**config.mk**
```make
export PLATFORM = sky130hd
export DESIGN_NAME = tmr_timebase
export DESIGN_NICKNAME = d
export VERILOG_FILES = /design/src/rtl/tmr_pkg.sv /design/src/rtl/tmr_prescaler.sv /design/src/rtl/tmr_counter.sv /design/src/rtl/tmr_trgo_mux.sv /design/src/rtl/tmr_timebase.sv
export SDC_FILE = /design/constraint.sdc
export NUM_CORES = 1
export LEC_CHECK = 0
export BUFFER_PORTS_ARGS = -buffer_cell sky130_fd_sc_hd__buf_2
export CORE_MARGIN = 2
export CORE_UTILIZATION = 65
export CTS_BUF_LIST = sky130_fd_sc_hd__clkbuf_16
export DETAILED_ROUTE_END_ITERATION = 10
export GPL_TIMING_DRIVEN = 0
export PLACE_DENSITY = 0.85
export SYNTH_ARGS = -nofsm -noshare
export SYNTH_HDL_FRONTEND = slang
export SYNTH_HIERARCHICAL = 1
export SYNTH_SLANG_ARGS = --single-unit
```
**constraint.sdc**
```tcl
create_clock -name clk -period 8.12 [get_ports clk]
set_input_delay 1.218 -clock clk [delete_from_list [all_inputs] [get_ports clk]]
set_output_delay 1.218 -clock clk [all_outputs]
set_load 0.01 [all_outputs]
```
**src/rtl/tmr_pkg.sv**
```systemverilog
package tmr_pkg;
  typedef enum logic [2:0] {
    SEL_PSC  = 3'd0,
    SEL_ARR  = 3'd1,
    SEL_CNT  = 3'd2,
    SEL_CTRL = 3'd3,
    SEL_UG   = 3'd4,
    SEL_CMP  = 3'd5
  } wsel_e;

  typedef enum logic [2:0] {
    MM_RESET  = 3'd0,
    MM_ENABLE = 3'd1,
    MM_UPDATE = 3'd2,
    MM_CMP    = 3'd3,
    MM_OC1    = 3'd4,
    MM_OC2    = 3'd5,
    MM_OC3    = 3'd6,
    MM_OC4    = 3'd7
  } mmode_e;

  localparam int CTL_EN   = 0;
  localparam int CTL_DIR  = 1;
  localparam int CTL_ARPE = 2;
  localparam int CTL_MMLO = 4;
  localparam int CTL_MMHI = 6;
endpackage

```
**src/rtl/tmr_prescaler.sv**
```systemverilog
module tmr_prescaler #(
  parameter int PSC_W = 16
) (
  input  logic             clk,
  input  logic             rst,
  input  logic             run,
  input  logic             reload,
  input  logic             clear,
  input  logic             psc_we,
  input  logic [PSC_W-1:0] psc_wd,
  output logic             tick
);
  logic [PSC_W-1:0] psc_buf, psc_act, phase;

  assign tick = run && (phase == psc_act);

  always_ff @(posedge clk) begin
    if (rst) begin
      psc_buf <= '0;
      psc_act <= '0;
      phase   <= '0;
    end else begin
      if (psc_we) psc_buf <= psc_wd;
      if (reload) psc_act <= psc_we ? psc_wd : psc_buf;
      if (clear || tick) phase <= '0;
      else if (run) phase <= phase + 1'b1;
    end
  end
endmodule

```
**src/rtl/tmr_counter.sv**
```systemverilog
module tmr_counter #(
  parameter int CNT_W = 16
) (
  input  logic             clk,
  input  logic             rst,
  input  logic             tick,
  input  logic             down,
  input  logic             ug,
  input  logic             cnt_we,
  input  logic             arr_we,
  input  logic             preload,
  input  logic [CNT_W-1:0] wd,
  output logic [CNT_W-1:0] cnt_q,
  output logic [CNT_W-1:0] cnt_nx,
  output logic [CNT_W-1:0] arr_act,
  output logic [CNT_W-1:0] arr_buf,
  output logic             upd_nx
);
  logic [CNT_W-1:0] arr_src;
  logic             wrap;

  assign arr_src = arr_we ? wd : arr_buf;
  assign wrap    = tick && (down ? (cnt_q == '0) : (cnt_q == arr_act));
  assign upd_nx  = wrap || ug;

  always_comb begin
    if (cnt_we)          cnt_nx = wd;
    else if (ug || wrap) cnt_nx = down ? arr_src : '0;
    else if (tick)       cnt_nx = down ? cnt_q - 1'b1 : cnt_q + 1'b1;
    else                 cnt_nx = cnt_q;
  end

  always_ff @(posedge clk) begin
    if (rst) begin
      cnt_q   <= '0;
      arr_buf <= '0;
      arr_act <= '0;
    end else begin
      cnt_q <= cnt_nx;
      if (arr_we) arr_buf <= wd;
      if (arr_we && !preload) arr_act <= wd;
      else if (upd_nx)        arr_act <= arr_src;
    end
  end
endmodule

```
**src/rtl/tmr_trgo_mux.sv**
```systemverilog
module tmr_trgo_mux
  import tmr_pkg::*;
#(
  parameter int N_OC = 4
) (
  input  logic            clk,
  input  logic            rst,
  input  logic [2:0]      mode,
  input  logic            ug,
  input  logic            en_nx,
  input  logic            upd_nx,
  input  logic            cmp_nx,
  input  logic [N_OC-1:0] oc_ref,
  output logic            trig
);
  localparam int OC_IW = (N_OC > 1) ? $clog2(N_OC) : 1;
  logic [OC_IW-1:0] oc_idx;
  logic             sel_nx;

  assign oc_idx = OC_IW'(mode - 3'd4);

  always_comb begin
    case (mmode_e'(mode))
      MM_RESET:  sel_nx = ug;
      MM_ENABLE: sel_nx = en_nx;
      MM_UPDATE: sel_nx = upd_nx;
      MM_CMP:    sel_nx = cmp_nx;
      default:   sel_nx = oc_ref[oc_idx];
    endcase
  end

  always_ff @(posedge clk) begin
    if (rst) trig <= 1'b0;
    else     trig <= sel_nx;
  end
endmodule

```
**src/rtl/tmr_timebase.sv**
```systemverilog
module tmr_timebase
  import tmr_pkg::*;
#(
  parameter int CNT_W = 16,
  parameter int PSC_W = 16,
  parameter int N_OC  = 4
) (
  input  logic             clk,
  input  logic             rst,
  input  logic             wr_en,
  input  logic [2:0]       wr_sel,
  input  logic [CNT_W-1:0] wr_data,
  input  logic [N_OC-1:0]  oc_ref,
  output logic [CNT_W-1:0] cnt_out,
  output logic             upd_evt,
  output logic             trig_out
);
  logic             we_psc, we_arr, we_cnt, we_ctl, we_ug, we_cmp;
  logic             en_q, dir_q, arpe_q, en_nx, dir_nx, arpe_nx;
  logic [2:0]       mms_q, mms_nx;
  logic [CNT_W-1:0] ccr_q, cnt_nx, arr_act, arr_buf;
  logic             tick, upd_nx, cmp_nx;

  assign we_psc = wr_en && (wr_sel == SEL_PSC);
  assign we_arr = wr_en && (wr_sel == SEL_ARR);
  assign we_cnt = wr_en && (wr_sel == SEL_CNT);
  assign we_ctl = wr_en && (wr_sel == SEL_CTRL);
  assign we_ug  = wr_en && (wr_sel == SEL_UG);
  assign we_cmp = wr_en && (wr_sel == SEL_CMP);

  assign en_nx   = we_ctl ? wr_data[CTL_EN]   : en_q;
  assign dir_nx  = we_ctl ? wr_data[CTL_DIR]  : dir_q;
  assign arpe_nx = we_ctl ? wr_data[CTL_ARPE] : arpe_q;
  assign mms_nx  = we_ctl ? wr_data[CTL_MMHI:CTL_MMLO] : mms_q;

  always_ff @(posedge clk) begin
    if (rst) begin
      en_q    <= 1'b0;
      dir_q   <= 1'b0;
      arpe_q  <= 1'b0;
      mms_q   <= MM_RESET;
      ccr_q   <= '0;
      upd_evt <= 1'b0;
    end else begin
      en_q    <= en_nx;
      dir_q   <= dir_nx;
      arpe_q  <= arpe_nx;
      mms_q   <= mms_nx;
      if (we_cmp) ccr_q <= wr_data;
      upd_evt <= upd_nx;
    end
  end

  tmr_prescaler #(.PSC_W(PSC_W)) u_psc (
    .clk(clk), .rst(rst), .run(en_q), .reload(upd_nx), .clear(we_ug),
    .psc_we(we_psc), .psc_wd(wr_data[PSC_W-1:0]), .tick(tick)
  );

  tmr_counter #(.CNT_W(CNT_W)) u_cnt (
    .clk(clk), .rst(rst), .tick(tick), .down(dir_q), .ug(we_ug),
    .cnt_we(we_cnt), .arr_we(we_arr), .preload(arpe_q), .wd(wr_data),
    .cnt_q(cnt_out), .cnt_nx(cnt_nx), .arr_act(arr_act), .arr_buf(arr_buf),
    .upd_nx(upd_nx)
  );

  assign cmp_nx = (cnt_nx != cnt_out) && (cnt_nx == ccr_q);

  tmr_trgo_mux #(.N_OC(N_OC)) u_mux (
    .clk(clk), .rst(rst), .mode(mms_nx), .ug(we_ug), .en_nx(en_nx),
    .upd_nx(upd_nx), .cmp_nx(cmp_nx), .oc_ref(oc_ref), .trig(trig_out)
  );
endmodule

```
==> metrics.txt <==
# TYPE chip_impl_metric gauge
chip_impl_metric{name="insertedDiodeCount",unit=""} 0
chip_impl_info{name="rsz_0062_raised_after_global_routing",value="false"} 1
chip_impl_metric{name="synthesis.area_per_instance",unit="sq um"} 8.98
chip_impl_metric{name="track_usage",unit=""} 0.368
chip_impl_metric{name="gr-usage-met1",unit=""} 0.495
chip_impl_metric{name="routed_wire_length_per_instance",unit="um"} 20.4
chip_impl_info{name="hold_class",value="reg2reg"} 1
chip_impl_metric{name="period_minus_slack",unit="ns"} 5.40
chip_impl_info{name="timing.rr.end",value="u_mux/trig"} 1
chip_impl_metric{name="gp_routability_congestion",unit=""} 0.954
chip_impl_metric{name="port_buffers",unit=""} 43
chip_impl_metric{name="cts_buffer_depth",unit=""} 2
chip_impl_metric{name="total_power",unit="mW"} 1.58
chip_impl_metric{name="groute.layer.met2.usage",unit=""} 0.569
chip_impl_metric{name="dieHeight",unit="um"} 103
chip_impl_metric{name="drt-vias-per-instance",unit=""} 6.30
chip_impl_metric{name="cp_max_fo",unit=""} 10
chip_impl_metric{name="cap_viol_max_count",unit=""} 0
chip_impl_metric{name="grt_overflow_total",unit=""} 0
chip_impl_metric{name="globalRouteMet3Util",unit=""} 0.0820
chip_impl_metric{name="worst-endpoint-required",unit="ns"} 8.41
chip_impl_metric{name="internal-power",unit="mW"} 1.20
chip_impl_metric{name="async_reset_ff_frac",unit=""} 0
chip_impl_metric{name="final_layout_size_suffix_gt1_frac",unit=""} 0.167
chip_impl_info{name="end_kind",value="flip-flop"} 1
chip_impl_metric{name="maximum_vdd_drop",unit="uV"} 151
chip_impl_metric{name="post_cts.resized_instances",unit=""} 0
chip_impl_metric{name="fill_cell_total_of_the_finished_layout",unit=""} 672
chip_impl_info{name="setup.worst_path.end",value="u_mux/trig"} 1
chip_impl_metric{name="post_cts_clock_slew_at_the_launch_and_capture_registers_of_the_worst_setup_and_hold_paths",unit="ns"} 0.06
chip_impl_metric{name="timing_max_transition_violations_final",unit=""} 0
chip_impl_info{name="synth_flop_cell",value="sky130_fd_sc_hd__dfxtp_1"} 1
chip_impl_metric{name="grt_max_degree",unit=""} 22
chip_impl_metric{name="sw_frac_of_total",unit=""} 0.243
chip_impl_metric{name="fin_skew",unit="ns"} 0.00730
chip_impl_metric{name="finalCritPeriodShare",unit=""} 0.665
chip_impl_metric{name="reg2reg_slack",unit="ns"} 2.72
chip_impl_metric{name="share_seq_of_total_power",unit=""} 0.388
chip_impl_info{name="r2r_start",value="u_psc/phase[2]"} 1
chip_impl_metric{name="clkLatencyLatePin",unit="ns"} 0.42
chip_impl_metric{name="post_cts.repair.setup_buffers",unit=""} 0
chip_impl_metric{name="yosysUniqueCellTypes",unit=""} 67
chip_impl_metric{name="number_of_standard_cells_after_synthesis",unit=""} 710
chip_impl_metric{name="std_cell_rows",unit=""} 36
chip_impl_metric{name="vias",unit=""} 5780
chip_impl_metric{name="remaining_drc_errors",unit=""} 0
chip_impl_info{name="busiest_layer",value="met2"} 1
chip_impl_metric{name="yosys_warnings",unit=""} 6
chip_impl_metric{name="cts_hold_repair.buffers",unit=""} 0
chip_impl_metric{name="vias_in_the_first_global_route",unit=""} 5544
chip_impl_metric{name="synth.cell_area",unit="sq um"} 6380
chip_impl_info{name="tritoncts_clock_tree",value="yes"} 1
chip_impl_metric{name="timing.max_slew.rel_slack",unit=""} 0.290
chip_impl_metric{name="drt_wl_total",unit="um"} 18700
chip_impl_info{name="startpoint",value="u_psc/phase[2]"} 1
chip_impl_metric{name="cts_htree_levels",unit=""} 4
chip_impl_metric{name="comb_power_share",unit=""} 0.086
chip_impl_metric{name="synth_edf_count",unit=""} 0
chip_impl_metric{name="drt_pre_antenna_iters",unit=""} 6
chip_impl_metric{name="dieArea",unit="sq um"} 10600
chip_impl_metric{name="synthToLayoutAreaGrowth",unit="%"} 16.3
chip_impl_metric{name="number_of_clock_buffers_inserted_by_tritoncts",unit=""} 17
chip_impl_metric{name="yosysSeqAreaShare",unit=""} 0.377
chip_impl_metric{name="static-leakage-power",unit="nW"} 3.11
chip_impl_metric{name="finalHoldViolCount",unit=""} 0
chip_impl_metric{name="synth_fp_nets",unit=""} 752
chip_impl_info{name="outcome",value="complete, no violations"} 1
chip_impl_metric{name="global_route_wire_length_before_repair",unit="um"} 29400
chip_impl_metric{name="drtAntennaViolNets",unit=""} 0
chip_impl_info{name="criticalPathCategory",value="reg2reg"} 1
chip_impl_metric{name="rr_worst_depth",unit=""} 18
chip_impl_metric{name="fp.coreArea",unit="sq um"} 9640
chip_impl_metric{name="tightest_slew",unit="ns"} 1.06
chip_impl_metric{name="drt_iter0_drc",unit=""} 607
chip_impl_info{name="cts-root-buf",value="sky130_fd_sc_hd__clkbuf_16"} 1
chip_impl_metric{name="worst_ep_arrival_time",unit="ns"} 5.69
chip_impl_metric{name="totalNegativeSetupSlack",unit="ns"} 0
chip_impl_metric{name="hpwl",unit="um"} 13000
chip_impl_metric{name="p_clk_frac",unit=""} 0.526
chip_impl_metric{name="yosys_register_bits",unit=""} 120
chip_impl_metric{name="power.net_switching",unit="mW"} 0.385
chip_impl_metric{name="initial_utilization",unit=""} 0.661
chip_impl_metric{name="finish.net_count",unit=""} 814
chip_impl_metric{name="design.portCount",unit=""} 44
chip_impl_metric{name="max_clock_freq",unit="GHz"} 0.185
chip_impl_metric{name="antenna_found_initial",unit=""} 0
chip_impl_metric{name="cts_sinks",unit=""} 120
chip_impl_info{name="start_kind",value="flip-flop"} 1
chip_impl_metric{name="die-width",unit="um"} 103
chip_impl_metric{name="power_density",unit="nW/um^2"} 213
chip_impl_metric{name="report.final.setup_viol",unit=""} 0
==> metal layers <==
| layer | part of all wire | wire length (um) |
|---|---|---|
| met4 | 0.033 | 616 |
| met3 | 0.097 | 1820 |
| met2 | 0.46 | 8570 |
| met1 | 0.41 | 7720 |
| met5 | 0 | 0 |
==> kinds of logic after synthesis <==
| family | after synthesis | synth area share |
|---|---|---|
| xor+xnor | 88 | 0.121 |
| buf+inv | 44 | 0.0332 |
| compound gates | 121 | 0.135 |
| fa+ha+maj | 16 | 0.0326 |
| mux | 62 | 0.104 |
| simple gates | 259 | 0.197 |
| flops | 120 | 0.377 |
==> cell type report <==
class	count	area [sq um]	area share
well taps	133	166	0.0224
repair buffers	43	215	0.0290
flip-flops and latches	120	2400	0.324
multi-input cells	546	3770	0.508
clock buffers	17	425	0.0574
clock inverters	15	226	0.0305
plain buffers	32	166	0.0224
inverters	12	45.0	0.00607
==> state kept, by name, indices dropped and copies added (netlist names) <==
name / cells
u_cnt/arr_buf: 16
u_cnt/arr_act: 16
en_q: 1
mms_q: 3
arpe_q: 1
upd_evt: 1
u_psc/phase: 16
u_mux/trig: 1
u_psc/psc_act: 16
dir_q: 1
u_cnt/cnt_q: 16
ccr_q: 16
u_psc/psc_buf: 16
==> synthesized netlist by cell type (all sizes together) (3+ instances only) <==
library cell | n | area share
buf | 13 | 0.015
a222oi | 5 | 0.0078
nand3b | 3 | 0.0035
nand4 | 14 | 0.014
inv | 12 | 0.0071
a211oi | 23 | 0.028
dfxtp | 120 | 0.38
o31ai | 4 | 0.0055
nor4 | 13 | 0.016
nand3 | 11 | 0.0086
nor3 | 11 | 0.0086
nor2b | 23 | 0.023
nor2 | 101 | 0.062
a21oi | 34 | 0.027
a31oi | 3 | 0.0029
clkbuf | 19 | 0.011
nand2b | 4 | 0.0039
a22o | 4 | 0.0061
or4 | 4 | 0.0047
o21ai | 17 | 0.014
mux2 | 21 | 0.037
mux2i | 40 | 0.063
ha | 15 | 0.029
or2 | 5 | 0.0049
xor2 | 53 | 0.073
a311oi | 3 | 0.0041
a22oi | 6 | 0.0078
nand2 | 62 | 0.036
xnor2 | 35 | 0.048
a21o | 5 | 0.0063
==> power by group through the flow <==
stage	combinational (mW)	clock [mW]	sequential, mW
2_1_floorplan	0.0858	0	0.624
3_3_place_gp	0.125	0	0.626
3_5_place_dp	0.129	0	0.626
4_1_cts	0.132	0.832	0.614
5_1_grt	0.145	0.860	0.615
6_report	0.136	0.832	0.615
==> worst max-delay path, cell delays in order, from the launching register on <==
cell and delay (ns):
sky130_fd_sc_hd__dfxtp_1 0.36, sky130_fd_sc_hd__xor2_1 0.18, sky130_fd_sc_hd__nor4_1 0.30, sky130_fd_sc_hd__nand2_1 0.16
sky130_fd_sc_hd__nor4_1 0.70, sky130_fd_sc_hd__inv_1 0.23, sky130_fd_sc_hd__nor4_2 0.34, sky130_fd_sc_hd__a31oi_1 0.19
sky130_fd_sc_hd__o211a_1 0.31, sky130_fd_sc_hd__clkbuf_1 0.33, sky130_fd_sc_hd__a222oi_1 0.51, sky130_fd_sc_hd__inv_1 0.17
sky130_fd_sc_hd__xnor2_1 0.25, sky130_fd_sc_hd__nand4_1 0.12, sky130_fd_sc_hd__nor4_1 0.35, sky130_fd_sc_hd__nor2_1 0.12
sky130_fd_sc_hd__mux4_1 0.52, sky130_fd_sc_hd__nor2_1 0.10, sky130_fd_sc_hd__a311oi_1 0.05
==> cell usage in the layout (no fill, tap or decap), types with 10 or more instances in the layout <==
master                        n
sky130_fd_sc_hd__nor2b_1     23
sky130_fd_sc_hd__nor3_1      11
sky130_fd_sc_hd__mux2i_1     40
sky130_fd_sc_hd__nand4_1     14
sky130_fd_sc_hd__inv_1       13
sky130_fd_sc_hd__mux2_2      18
sky130_fd_sc_hd__nor4_1      10
sky130_fd_sc_hd__o21ai_0     16
sky130_fd_sc_hd__ha_1        15
sky130_fd_sc_hd__xnor2_1     35
sky130_fd_sc_hd__nor2_1      97
sky130_fd_sc_hd__a21oi_1     33
sky130_fd_sc_hd__nand3_1     11
sky130_fd_sc_hd__clkbuf_16   17
sky130_fd_sc_hd__a211oi_1    22
sky130_fd_sc_hd__dfxtp_1    120
sky130_fd_sc_hd__clkbuf_1    19
sky130_fd_sc_hd__nand2_1     62
sky130_fd_sc_hd__buf_2       50
sky130_fd_sc_hd__xor2_1      53
==> worst min path at each step <==
stage	cells past startpoint	from	endpoint	slack (ns)
6_report	2	ccr_q[9]	ccr_q[9]	0.47
5_1_grt	2	u_cnt/arr_act[15]	u_cnt/arr_act[15]	0.49
4_1_cts	2	ccr_q[12]	ccr_q[12]	0.47
3_5_place_dp	2	ccr_q[0]	ccr_q[0]	0.46
3_3_place_gp	2	u_cnt/arr_act[15]	u_cnt/arr_act[15]	0.45
2_1_floorplan	2	u_cnt/arr_act[15]	u_cnt/arr_act[15]	0.44
==> through the flow <==
stage                     hold slack, ns  worst slack [ns]  utilization  cell area, sq um  std cells
final                              0.475              2.72        0.769              7410        918
after global routing               0.487              2.53        0.769              7410        918
after CTS                          0.472              2.90        0.769              7410        918
after detailed placement           0.460              2.93        0.702              6760        886
after global placement             0.452              2.39        0.701              6760        886
after floorplan                    0.444              3.79            -              6380        710
Power figures use the tool's default switching activity.
